### config.mk
export PLATFORM = sky130hd
export DESIGN_NAME = vid_sidechan_enc
export DESIGN_NICKNAME = d
export VERILOG_FILES = /design/src/rtl/vse_pkg.sv /design/src/rtl/vse_timing.sv /design/src/rtl/vse_fmt.sv /design/src/rtl/vse_cfgchk.sv /design/src/rtl/vid_sidechan_enc.sv
export SDC_FILE = /design/constraint.sdc
export NUM_CORES = 1
export LEC_CHECK = 0
export BUFFER_PORTS_ARGS = -buffer_cell sky130_fd_sc_hd__clkbuf_2
export CAP_MARGIN = 15
export CORE_ASPECT_RATIO = 0.9
export CORE_MARGIN = 2
export CORE_UTILIZATION = 31
export DETAILED_ROUTE_END_ITERATION = 16
export PLACE_DENSITY = 0.53
export RECOVER_POWER = 50
export SLEW_MARGIN = 20
export SYNTH_ARGS = -nofsm -noshare
export SYNTH_HDL_FRONTEND = slang
export SYNTH_SLANG_ARGS = --single-unit
### constraint.sdc
create_clock -name clk -period 4.8 [get_ports clk]
set_input_delay 0.24 -clock clk [delete_from_list [all_inputs] [get_ports clk]]
set_output_delay 0.24 -clock clk [all_outputs]
set_load 0.05 [all_outputs]
### src/rtl/vse_pkg.sv
package vse_pkg;

    localparam int unsigned VSE_CW    = 12;
    localparam int unsigned VSE_RGB_W = 24;
    localparam int unsigned VSE_PAR_W = 11;
    localparam int unsigned VSE_FN_W  = 3;

    typedef logic [VSE_CW-1:0]    cnt_t;
    typedef logic [VSE_CW:0]      pos_t;
    typedef logic [VSE_RGB_W-1:0] rgb_t;

    typedef struct packed {
        cnt_t h_act;
        cnt_t h_blank;
        cnt_t v_act;
        cnt_t v_blank;
        logic interlace;
        logic rescan;
    } geo_cfg_t;

    typedef struct packed {
        logic vs;
        logic hs;
        logic de;
        logic skip;
        rgb_t rgb;
    } vid_bus_t;

    typedef enum logic [1:0] {
        ZN_IDLE,
        ZN_PIX,
        ZN_FEAT,
        ZN_CMD
    } zone_e;

    localparam logic [VSE_FN_W-1:0] FN_SET_SLOT = 3'd0;

    function automatic rgb_t feature_word(logic rescan, logic inter, logic odd);
        return {20'd0, inter & odd, odd, inter, rescan};
    endfunction

    function automatic rgb_t endline_word(logic [VSE_FN_W-1:0] fn, logic [VSE_PAR_W-1:0] param);
        return {param, 10'd0, fn};
    endfunction

endpackage

### src/rtl/vse_timing.sv
module vse_timing
    import vse_pkg::*;
(
    input  logic     clk,
    input  logic     rst_n,
    input  geo_cfg_t cfg_i,
    output geo_cfg_t cfg_o,
    output logic     field_o,
    output logic     frame_start_o,
    output logic     line_start_o,
    output logic     pix_o,
    output logic     eol_o,
    output logic     last_line_o
);

    typedef struct packed {
        logic     run;
        pos_t     h;
        pos_t     v;
        logic     field;
        geo_cfg_t cfg;
    } tim_st_t;

    tim_st_t st_d, st_q;

    pos_t line_len;
    pos_t fld_lines;
    pos_t frame_lines;
    pos_t eol_pos;
    logic act_line;

    always_comb begin
        line_len    = {1'b0, st_q.cfg.h_act} + {1'b0, st_q.cfg.h_blank};
        fld_lines   = st_q.cfg.interlace ? {2'b0, st_q.cfg.v_act[VSE_CW-1:1]}
                                         : {1'b0, st_q.cfg.v_act};
        frame_lines = fld_lines + {1'b0, st_q.cfg.v_blank};
        eol_pos     = {1'b0, st_q.cfg.h_act} + pos_t'(1);

        st_d = st_q;
        if (!st_q.run) begin
            st_d.run   = 1'b1;
            st_d.cfg   = cfg_i;
            st_d.h     = '0;
            st_d.v     = '0;
            st_d.field = 1'b0;
        end else if (st_q.h == line_len - pos_t'(1)) begin
            st_d.h = '0;
            if (st_q.v == frame_lines - pos_t'(1)) begin
                st_d.v     = '0;
                st_d.cfg   = cfg_i;
                st_d.field = cfg_i.interlace & ~st_q.field;
            end else begin
                st_d.v = st_q.v + pos_t'(1);
            end
        end else begin
            st_d.h = st_q.h + pos_t'(1);
        end

        act_line      = st_q.run && (st_q.v != '0) && (st_q.v <= fld_lines);
        frame_start_o = st_q.run && (st_q.h == '0) && (st_q.v == '0);
        line_start_o  = st_q.run && (st_q.h == '0);
        pix_o         = act_line && (st_q.h != '0) && (st_q.h <= {1'b0, st_q.cfg.h_act});
        eol_o         = act_line && (st_q.h == eol_pos);
        last_line_o   = (st_q.v == fld_lines);
        cfg_o         = st_q.cfg;
        field_o       = st_q.field;
    end

    always_ff @(posedge clk) begin
        if (!rst_n) begin
            st_q <= '0;
        end else begin
            st_q <= st_d;
        end
    end

endmodule

### src/rtl/vse_fmt.sv
module vse_fmt
    import vse_pkg::*;
#(
    parameter int unsigned SLOT_W = 3
) (
    input  logic              clk,
    input  logic              rst_n,
    input  logic              frame_start_i,
    input  logic              line_start_i,
    input  logic              pix_i,
    input  logic              eol_i,
    input  logic              last_line_i,
    input  logic              rescan_i,
    input  logic              interlace_i,
    input  logic              field_i,
    input  rgb_t              pix_rgb_i,
    input  logic              pix_skip_i,
    input  logic [SLOT_W-1:0] slot_i,
    output vid_bus_t          vid_o
);

    vid_bus_t vid_d, vid_q;
    zone_e    zone;

    always_comb begin
        if (frame_start_i) begin
            zone = ZN_FEAT;
        end else if (pix_i) begin
            zone = ZN_PIX;
        end else if (eol_i && last_line_i) begin
            zone = ZN_CMD;
        end else begin
            zone = ZN_IDLE;
        end

        vid_d      = '0;
        vid_d.vs   = frame_start_i;
        vid_d.hs   = line_start_i;
        vid_d.de   = pix_i;
        vid_d.skip = pix_i & pix_skip_i;

        unique case (zone)
            ZN_FEAT: vid_d.rgb = feature_word(rescan_i, interlace_i, field_i);
            ZN_PIX:  vid_d.rgb = pix_rgb_i;
            ZN_CMD:  vid_d.rgb = endline_word(FN_SET_SLOT, VSE_PAR_W'(slot_i));
            default: vid_d.rgb = '0;
        endcase
    end

    always_ff @(posedge clk) begin
        if (!rst_n) begin
            vid_q <= '0;
        end else begin
            vid_q <= vid_d;
        end
    end

    assign vid_o = vid_q;

endmodule

### src/rtl/vse_cfgchk.sv
module vse_cfgchk
    import vse_pkg::*;
#(
    parameter int unsigned MAX_ROT_WIDTH = 720
) (
    input  logic clk,
    input  logic rst_n,
    input  cnt_t h_act_i,
    input  logic rotate_i,
    output logic err_o
);

    localparam cnt_t LIMIT = cnt_t'(MAX_ROT_WIDTH);

    logic err_d, err_q;

    always_comb begin
        err_d = rotate_i && (h_act_i > LIMIT);
    end

    always_ff @(posedge clk) begin
        if (!rst_n) begin
            err_q <= 1'b0;
        end else begin
            err_q <= err_d;
        end
    end

    assign err_o = err_q;

endmodule

### src/rtl/vid_sidechan_enc.sv
module vid_sidechan_enc
    import vse_pkg::*;
#(
    parameter int unsigned SLOT_W        = 3,
    parameter int unsigned MAX_ROT_WIDTH = 720
) (
    input  logic                 clk,
    input  logic                 rst_n,
    input  logic [VSE_CW-1:0]    cfg_h_active,
    input  logic [VSE_CW-1:0]    cfg_h_blank,
    input  logic [VSE_CW-1:0]    cfg_v_active,
    input  logic [VSE_CW-1:0]    cfg_v_blank,
    input  logic                 cfg_interlace,
    input  logic                 cfg_rescan,
    input  logic                 cfg_rotate,
    input  logic [SLOT_W-1:0]    slot_req,
    input  logic [VSE_RGB_W-1:0] pix_rgb,
    input  logic                 pix_skip,
    output logic                 pix_req,
    output logic [VSE_RGB_W-1:0] vid_rgb,
    output logic                 vid_de,
    output logic                 vid_skip,
    output logic                 vid_vs,
    output logic                 vid_hs,
    output logic                 cfg_err
);

    geo_cfg_t cfg_live;
    geo_cfg_t cfg_cur;
    logic     field;
    logic     frame_start;
    logic     line_start;
    logic     pix;
    logic     eol;
    logic     last_line;
    vid_bus_t vid;

    always_comb begin
        cfg_live.h_act     = cfg_h_active;
        cfg_live.h_blank   = cfg_h_blank;
        cfg_live.v_act     = cfg_v_active;
        cfg_live.v_blank   = cfg_v_blank;
        cfg_live.interlace = cfg_interlace;
        cfg_live.rescan    = cfg_rescan;
    end

    vse_timing u_timing (
        .clk           (clk),
        .rst_n         (rst_n),
        .cfg_i         (cfg_live),
        .cfg_o         (cfg_cur),
        .field_o       (field),
        .frame_start_o (frame_start),
        .line_start_o  (line_start),
        .pix_o         (pix),
        .eol_o         (eol),
        .last_line_o   (last_line)
    );

    vse_fmt #(.SLOT_W(SLOT_W)) u_fmt (
        .clk           (clk),
        .rst_n         (rst_n),
        .frame_start_i (frame_start),
        .line_start_i  (line_start),
        .pix_i         (pix),
        .eol_i         (eol),
        .last_line_i   (last_line),
        .rescan_i      (cfg_cur.rescan),
        .interlace_i   (cfg_cur.interlace),
        .field_i       (field),
        .pix_rgb_i     (pix_rgb),
        .pix_skip_i    (pix_skip),
        .slot_i        (slot_req),
        .vid_o         (vid)
    );

    vse_cfgchk #(.MAX_ROT_WIDTH(MAX_ROT_WIDTH)) u_cfgchk (
        .clk      (clk),
        .rst_n    (rst_n),
        .h_act_i  (cfg_h_active),
        .rotate_i (cfg_rotate),
        .err_o    (cfg_err)
    );

    assign pix_req  = pix;
    assign vid_rgb  = vid.rgb;
    assign vid_de   = vid.de;
    assign vid_skip = vid.skip;
    assign vid_vs   = vid.vs;
    assign vid_hs   = vid.hs;

endmodule

### Word-level counts from Yosys, hierarchy flattened

Cells that the tools add are included.

| word-level totals | value |
|---|---|
| ROM bits | 0 |
| bits in latches | 0 |
| memories kept | 0 |
| input port bits | 81 |
| logic and storage cells | 69 |
| register bits | 107 |
| output and inout port bits | 30 |
| memory bits (writable) | 0 |

| cells by class | value |
|---|---|
| multiply operators | 0 |
| equal/unequal tests | 9 |
| shift-type cells | 0 |
| add/sub/neg operators | 7 |
| mux-type cells | 11 |
| bitwise operators | 6 |
| reduce and logical (&&, ||, !) cells | 17 |
| order comparisons | 3 |
| div/mod/pow operators | 0 |

Operators by type and width:

| cell | number |
|---|---|
| $mux 78 | 1 |
| $mux 77 | 1 |
| $pmux 24 s3 | 1 |
| $mux 64 | 1 |
| $eq 13x13->1 | 4 |
| $mux 51 | 1 |
| $add 13x1->13 const B | 2 |
| $logic_not 13->1 | 2 |
| $mux 13 | 2 |
| $reduce_bool 13->1 | 2 |
| $sub 13x1->13 const B | 2 |
| $add 12x1->13 const B | 1 |
| $add 12x12->13 | 1 |
| $add 13x12->13 | 1 |
| $le 13x12->1 | 1 |
| $le 13x13->1 | 1 |
| $gt 12x10->1 const B | 1 |
| $mux 12 | 1 |
| $logic_and 1x1->1 | 9 |
| $mux 2 | 3 |
| $reduce_and 2->1 | 3 |
| $eq 2x2->1 const B | 2 |
| $ne 2x2->1 const B | 2 |
| $and 1x1->1 | 3 |
| 3 further kinds | 5 |

### Longest topological paths before layout

Gate-level depths: netlist of run 1.

| logic depth | value |
|---|---|
| depth in word-level cells | 10 |
| gate-level depth with buffers | 18 |
| gate-level depth less buffers | 14 |

### Modules after synthesis

A second synthesis of run 1 with hierarchy kept.

| unflattened totals | value |
|---|---|
| cells, all modules | 928 |
| area, all modules | 7707.4 sq um |

Modules (own cells, without submodules):

| module | cells an instance | seq. area each (sq um) | times used | area each (sq um) |
|---|---|---|---|---|
| vse_timing | 845 | 1561.5 | 1 | 6752.7 |
| vse_fmt | 73 | 560.5 | 1 | 877.1 |
| vse_cfgchk | 10 | 20.0 | 1 | 77.6 |

### Worst setup path before layout of run 1

No wires, ideal clock.

| timing path | value |
|---|---|
| kind | register to register |
| from | reg u_timing.st_q (netlist bit u_timing.cfg_o[1]) |
| to | reg u_timing.st_q (netlist bit u_timing.cfg_o[0]) |
| data arrival time | 4141 ps |
| setup time | 118 ps |
| path slack | 540 ps |
| stages on the path, launching flop included | 19 |
| period minus slack after synthesis | 4260 ps |
| cell sequence | dfxtp_1 > clkbuf_1 > buf_1 > mux2i_1 > ha_1 > inv_1 > ha_1 > inv_1 > fa_1 > xor2_1 > xnor2_1 > nor4_1 > nand4_1 > or4b_2 > nand4bb_4 > o21a_1 > buf_6 > buf_12 > mux2i_1 |

| between the ends | value |
|---|---|
| cells in the longest elaborated chain, start to end | 6 |

Ends and longest elaborated chain:

| what | RTL line | RTL |
|---|---|---|
| start, declared | vse_timing.sv:24 | `tim_st_t st_d, st_q;` |
| start signal, assigned | vse_timing.sv:73 | `st_q <= st_d;` |
| $mux 12 | vse_timing.sv:34 | `fld_lines = st_q.cfg.interlace ? {2'b0, st_q.cfg.v_act[VSE_CW-1:1]}` |
| $add 13x12->13 | vse_timing.sv:36 | `frame_lines = fld_lines + {1'b0, st_q.cfg.v_blank};` |
| $sub 13x1->13 | vse_timing.sv:48 | `if (st_q.v == frame_lines - pos_t'(1)) begin` |
| $eq 13x13->1 | vse_timing.sv:48 |  |
| $ne 2x2->1 (no line) | - |  |
| $reduce_and 2->1 (no line) | - |  |

Every way passes these cells.
A chain may end at the register's enable or synchronous reset.

### Worst setup path in the final report of run 1

| timing path | value |
|---|---|
| from | reg u_timing.st_q (netlist bit u_timing.cfg_o[1]) |
| to | reg u_timing.st_q (netlist bit u_timing.cfg_o[22]) |

The elaborated chain is that of the path after synthesis.

==> impl_metrics.toml, run 1 <==
[timing]
fin_crit_sh = 0.896
holdWs_ps = 87.0
rsz0062_at_grt = "false"
skew_ps = 14.1
hold_viol = 0
worstMarginPinSlew_ps = 2440
relSlewSlack = -0.627
drv_slew = 58
fmax_ghz = 0.233
setup_tns_ps = 0
period_needed_ps = 4300
setup_viol = 0

[setup_path]
timing.critical_path.from = "u_timing.cfg_o[1]"
r2r_cells = 13
crit_chain = "buf_4 -> mux2i_1 -> ha_1 -> inv_1 -> ha_1 -> nor2b_1 -> o21a_1 -> o31ai_1 -> nand4_1 -> or4b_2 -> nand4bb_4 -> o21a_4 -> mux2i_1"
path_buf_inv = 2
cp.depth = 13
cp.arrival_ps = 4520
worstSetupStartpointType = "flop"
slowest_delay_ps = 680
crit_end = "u_timing.cfg_o[22]"
cpMaxStageDelayCell = "or4b_2"
rr_startpoint = "u_timing.cfg_o[1]"
cp_max_fo = 50
critical-path-top-delay-family = "simple AND/OR/NAND/NOR gates"
cp_data_required_time_ps = 5020
r2r_end = "u_timing.cfg_o[22]"
critPathKind = "reg -> reg"
ff2ff_setup_slack_ps = 500
worst_setup_path_end_kind = "flop"

[clocking]
clk_latency_ps = 360
cts_root_buffer = "clkbuf_16"
clock_sinks = 107
cts_buffer_depth = 2
post-cts-setup-buffer-count = 0
cts_tree = "done"
cts_hold_buf = 0
clk_pin_slew_ps = 80
ctsHtreeMaxLevel = 3
cts_resized = 0
cts_made_buffers = 9

[logic_synthesis]
syn-cell-area_sq_um = 7390
syn-mean-instance-area_sq_um = 8.31
syn_nets = 1047
synthDominantCellAreaShare = 0.290
synthTopCellsByArea = "dfxtp_1 (29%), ha_1 (13%), mux2i_1 (8.3%), nand2_1 (6.8%), inv_1 (4.9%)"
async_reset_ff_frac = 0
synth.largest_area_cell = "dfxtp_1"
yosysWarningCount = 0
synthTopCellsByCount = "nand2_1 (134), dfxtp_1 (107), inv_1 (97), ha_1 (75), mux2i_1 (61)"
ys_types = 74
synth_most_common_cell = "nand2_1"
synth_seq_area_share = 0.290
postSynthCellCount = 889
synth-seq-cells = 107
synth_edf_count = 0
synth-main-ff-cell = "dfxtp_1"

[floorplanning]
coreArea_sq_um = 23400
dieArea_sq_um = 25100
die_w_um = 167
rows = 53
ioPinCount = 111
start_util = 0.316
die_h_um = 150

[routing]
routed_wl_mm = 18.3
dr.pass1.iters = 5
num_vias = 6147
drt_iter0_markers = 230
ant_nets = 0
drc_errors = 0
viasPerCell = 4.83
wl_per_cell_um = 14.4

[global_route]
grt_pass1_wl_mm = 29.9
grt_max_degree = 72
antenna_found_initial = 0
grt_use_total = 0.148
grt_pass1_vias = 5787
grt.overflow.total = 0

[flow_run]
drv_cap = 1

[finish]
antenna_cells = 0
layoutNonFillerInstCount = 1272
nets = 1123
drive_above_1_share = 0.114
stdcell_area_sq_um = 8280
syn2layout_area_growth_pct = 12.0
final_util = 0.354

[placement]
placedInstanceArea_sq_um = 8040
gp_congestion = 0.836
placed_cells = 1256
io_buffer_count = 110
dpl.hpwl_mm = 14.2

[run_status]
failed_checks = "max-capacitance violations, max-slew violations"
outcome = "complete, but fails checks"

[worst_hold_path]
hold_class = "in -> reg"
hold_path_depth = 3

[pwr]
pwr_density_cell_nw_per_um2 = 289
vdd_drop_max_v = 0.000177
power_leakage_nw = 3.71
[power breakdown]
part / switching (mW) / internal (mW) / total (mW)
clock network: 0.387 / 0.370 / 0.757
logic: 0.392 / 0.302 / 0.695
registers: 0.0243 / 0.917 / 0.941
[area by class of cell]
| cell class | count | area (sq um) |
|---|---|---|
| repair buffers | 114 | 536 |
| flip-flops and latches | 107 | 2140 |
| multi-input cells | 636 | 4560 |
| clock inverters | 6 | 67.6 |
| clock buffers | 10 | 229 |
| inverters | 97 | 364 |
| fillers | 2504 | 15100 |
| well taps | 302 | 378 |
[placed cells by master (no fill, tap or decap), types with 3 or more instances in the layout]
cell type / instances
nor3_1: 9
a21oi_1: 39
o211ai_1: 3
o2bb2ai_1: 4
o31ai_1: 7
clkbuf_1: 33
and3_1: 24
nand2_1: 134
a22oi_1: 3
o21bai_1: 4
a21o_1: 10
and4_1: 3
a211oi_1: 5
nor4b_1: 3
nor2b_1: 10
mux2i_1: 61
and2_1: 3
ha_1: 75
inv_1: 97
nand2b_1: 3
clkbuf_2: 80
or4_1: 10
inv_6: 4
nor4_1: 7
nand4_1: 11
o21a_1: 10
xor2_1: 26
or3_1: 8
dfxtp_1: 107
o21ai_0: 24
nand3_1: 35
xnor2_1: 29
nor2_1: 29
clkbuf_16: 9
[state kept, by name, indices dropped and copies added, names as in the netlist]
signal	count
u_cfgchk.err_o	1
u_fmt.vid_o	28
u_timing.cfg_o	50
u_timing.field_o	1
u_timing.st_q	27
[metrics by stage]
step | power (mW) | setup WS, ps
3_3_place_gp | 1.65 | 653
6_report | 2.39 | 500
5_1_grt | 2.55 | 134
2_1_floorplan | 1.51 | 540
3_5_place_dp | 1.65 | 513
4_1_cts | 2.43 | 496
[worst min path at each step]
stage,start,to,slack (ps)
after detailed placement,u_timing.cfg_o[10],u_timing.cfg_o[10],450
after floorplan,rst_n,u_timing.st_q[77],270
after CTS,cfg_h_blank[11],u_timing.cfg_o[37],80
final,cfg_v_blank[6],u_timing.cfg_o[8],90
after global routing,cfg_v_blank[2],u_timing.cfg_o[4],80
after global placement,u_timing.cfg_o[10],u_timing.cfg_o[10],440
[per-layer routing]
layer  track usage  up-vias  wire (um)
li1              -     3207          -
met1         0.223     2778       9940
met2         0.213      150       7200
met3        0.0323       12        988
met4        0.0366        0        206
met5             0        -          0
[tightest hold or removal path: cells and delay by family]
kind	cells	cell delay (ps)
buf+inv	1	80
mux	1	50
simple gates	1	40
[kinds of logic after synthesis]
family	Yosys count	share of synthesized area
and+or+nand+nor	303	0.205
buffers and inverters	146	0.0936
AOI/OAI and AO/OA	138	0.126
DFF	107	0.290
adders and majority gates	77	0.132
muxes	61	0.0826
xor gates and xnor gates	57	0.0706
Note: power is estimated with default switching activity, not from simulation.
==> run 2: changes to the inputs <==
==> constraint.sdc (replaced) <==
create_clock -name clk -period 4.9 [get_ports clk]
set_input_delay 0.245 -clock clk [delete_from_list [all_inputs] [get_ports clk]]
set_output_delay 0.245 -clock clk [all_outputs]
set_load 0.05 [all_outputs]
==> run 2 against run 1 <==
Net effect:
- the run still ends with max-capacitance violations, max-slew violations left
- clock skew about the same
- first-iteration DRC count up 38%
- hold slack about the same
- critical path depth fell by 3
- combinational power shrank 2%
- clock power decreased by 1%
- count of clock-buffer cells in the layout is the same
- via count up 0.31%
- sequential share of layout area up 0.059 points
- critical path type is now reg -> out
- highest routed layer unchanged
==> impl_metrics.toml, run 2 (same netlist as run 1, synthesis figures left out) <==
[clocking]
ctsHtreeMaxLevel = 3
cts_resized = 0
cts_tree = "done"
cts_made_buffers = 9
cts_buffer_depth = 2
clk_pin_slew_ps = 80
cts_hold_buf = 0
clk_latency_ps = 370
clock_sinks = 107
cts_root_buffer = "clkbuf_16"
post-cts-setup-buffer-count = 0

[finish]
drive_above_1_share = 0.113
final_cell_mix = "nand2_1 (134), dfxtp_1 (107), inv_1 (97)"
layoutNonFillerInstCount = 1272
final_util = 0.353
nets = 1123
antenna_cells = 0
largest_reg_flops = 50
final_common_cell = "nand2_1"
syn2layout_area_growth_pct = 11.8

[floorplanning]
coreArea_sq_um = 23400
rows = 53
start_util = 0.316
ioPinCount = 111
dieArea_sq_um = 25100
die_w_um = 167
die_h_um = 150

[routing]
routed_wl_mm = 18.5
viasPerCell = 4.85
ant_nets = 0
wl_per_cell_um = 14.5
drc_errors = 0
num_vias = 6166
dr.pass1.iters = 5
drt_iter0_markers = 317

[timing]
hold_viol = 0
setup_viol = 0
relSlewSlack = -0.569
period_needed_ps = 4490
setup_tns_ps = 0
worstMarginPinSlew_ps = 2350
rsz0062_at_grt = "false"
fmax_ghz = 0.223
skew_ps = 14.1
fin_crit_sh = 0.916
holdWs_ps = 87.0
drv_slew = 58

[global_route]
use_met1 = 0.223
grt_pass1_vias = 5910
top_usage_layer = "met1"
antenna_found_initial = 0
met3_usage = 0.0297
grt_use_total = 0.150
grt.overflow.total = 0
grt_max_degree = 72
grtUsageMet2 = 0.221
grt_pass1_wl_mm = 30.2

[flow_run]
drv_cap = 1

[setup_path]
r2r_end = "u_timing.cfg_o[21]"
critical-path-top-delay-family = "buffers and inverters"
slowest_delay_ps = 750
cpMaxStageDelayCell = "clkbuf_1"
cp.depth = 10
r2r_cells = 13
worst_setup_path_end_kind = "output pin"
cp.arrival_ps = 4240
worstSetupStartpointType = "flop"
rr_startpoint = "u_timing.cfg_o[1]"
crit_chain = "buf_4 -> mux2i_1 -> ha_1 -> a21o_1 -> a211oi_1 -> o21ai_0 -> nand3b_1 -> a211oi_1 -> clkbuf_1 -> clkbuf_1"
cp_max_fo = 24
timing.critical_path.from = "u_timing.cfg_o[1]"
path_buf_inv = 3
crit_end = "pix_req"
ff2ff_setup_slack_ps = 480
cp_data_required_time_ps = 4660
critPathKind = "reg -> out"

[run_status]
failed_checks = "max-capacitance violations, max-slew violations"
outcome = "complete, but fails checks"

[placement]
gp_congestion = 0.836
dpl.hpwl_mm = 14.3
io_buffer_count = 110
placed_cells = 1256

[pwr]
vdd_drop_max_v = 0.000143
p_clk_frac = 0.318
pwr_density_cell_nw_per_um2 = 284
power_leakage_nw = 3.70
switching_share = 0.337
p_sw_mw = 0.792
p_seq_frac = 0.393
comb_power_share = 0.290
p_int_mw = 1.56

[worst_hold_path]
hold_path_depth = 3
hold_class = "in -> reg"
## run 2: through the flow
step                total power [mW]  setup slack, ps  area, sq um
floorplan                       1.48              640         7390
global placement                1.62              753         8040
detailed placement              1.62              663         8040
CTS                             2.38              648         8330
global route                    2.50              207         8260
finish                          2.35              412         8260
## run 2: worst register-to-register path, delay by kind of cell (launching register included)
family	cells	cell delay (ps)
AOI/OAI and AO/OA	3	1040
adders and majority gates	2	580
buffers and inverters	2	350
DFF	1	430
muxes	2	550
and+or+nand+nor	4	1330
## run 2: worst min-delay path by stage
stage                        from                 end  slack (ps)
2_1_floorplan               rst_n   u_timing.st_q[77]         270
3_3_place_gp   u_timing.cfg_o[10]  u_timing.cfg_o[10]         450
3_5_place_dp   u_timing.cfg_o[30]  u_timing.cfg_o[30]         450
4_1_cts               pix_rgb[13]     u_fmt.vid_o[13]          80
5_1_grt               pix_rgb[15]     u_fmt.vid_o[15]          90
6_report           cfg_v_blank[6]   u_timing.cfg_o[8]          90
## run 2: cell type report
| type | count | area (sq um) |
|---|---|---|
| fill | 2464 | 15100 |
| multi-input combinational | 636 | 4550 |
| sequential | 107 | 2140 |
| timing repair buffer | 114 | 536 |
| tap | 302 | 378 |
| inverter | 97 | 364 |
| clock buffer | 10 | 229 |
| clock inverter | 6 | 65.1 |
## run 2: layer usage
| layer | part of all wire | wire (um) |
|---|---|---|
| met5 | 0 | 0 |
| met4 | 0.010 | 190 |
| met3 | 0.055 | 1020 |
| met2 | 0.40 | 7340 |
| met1 | 0.54 | 9920 |
## run 2: power by group through the flow
stage	sequential (mW)	clock, mW	combinational [mW]
global placement	0.943	0	0.677
floorplan	0.941	0	0.535
CTS	0.922	0.771	0.685
global route	0.927	0.802	0.770
detailed placement	0.942	0	0.680
finish	0.922	0.746	0.680
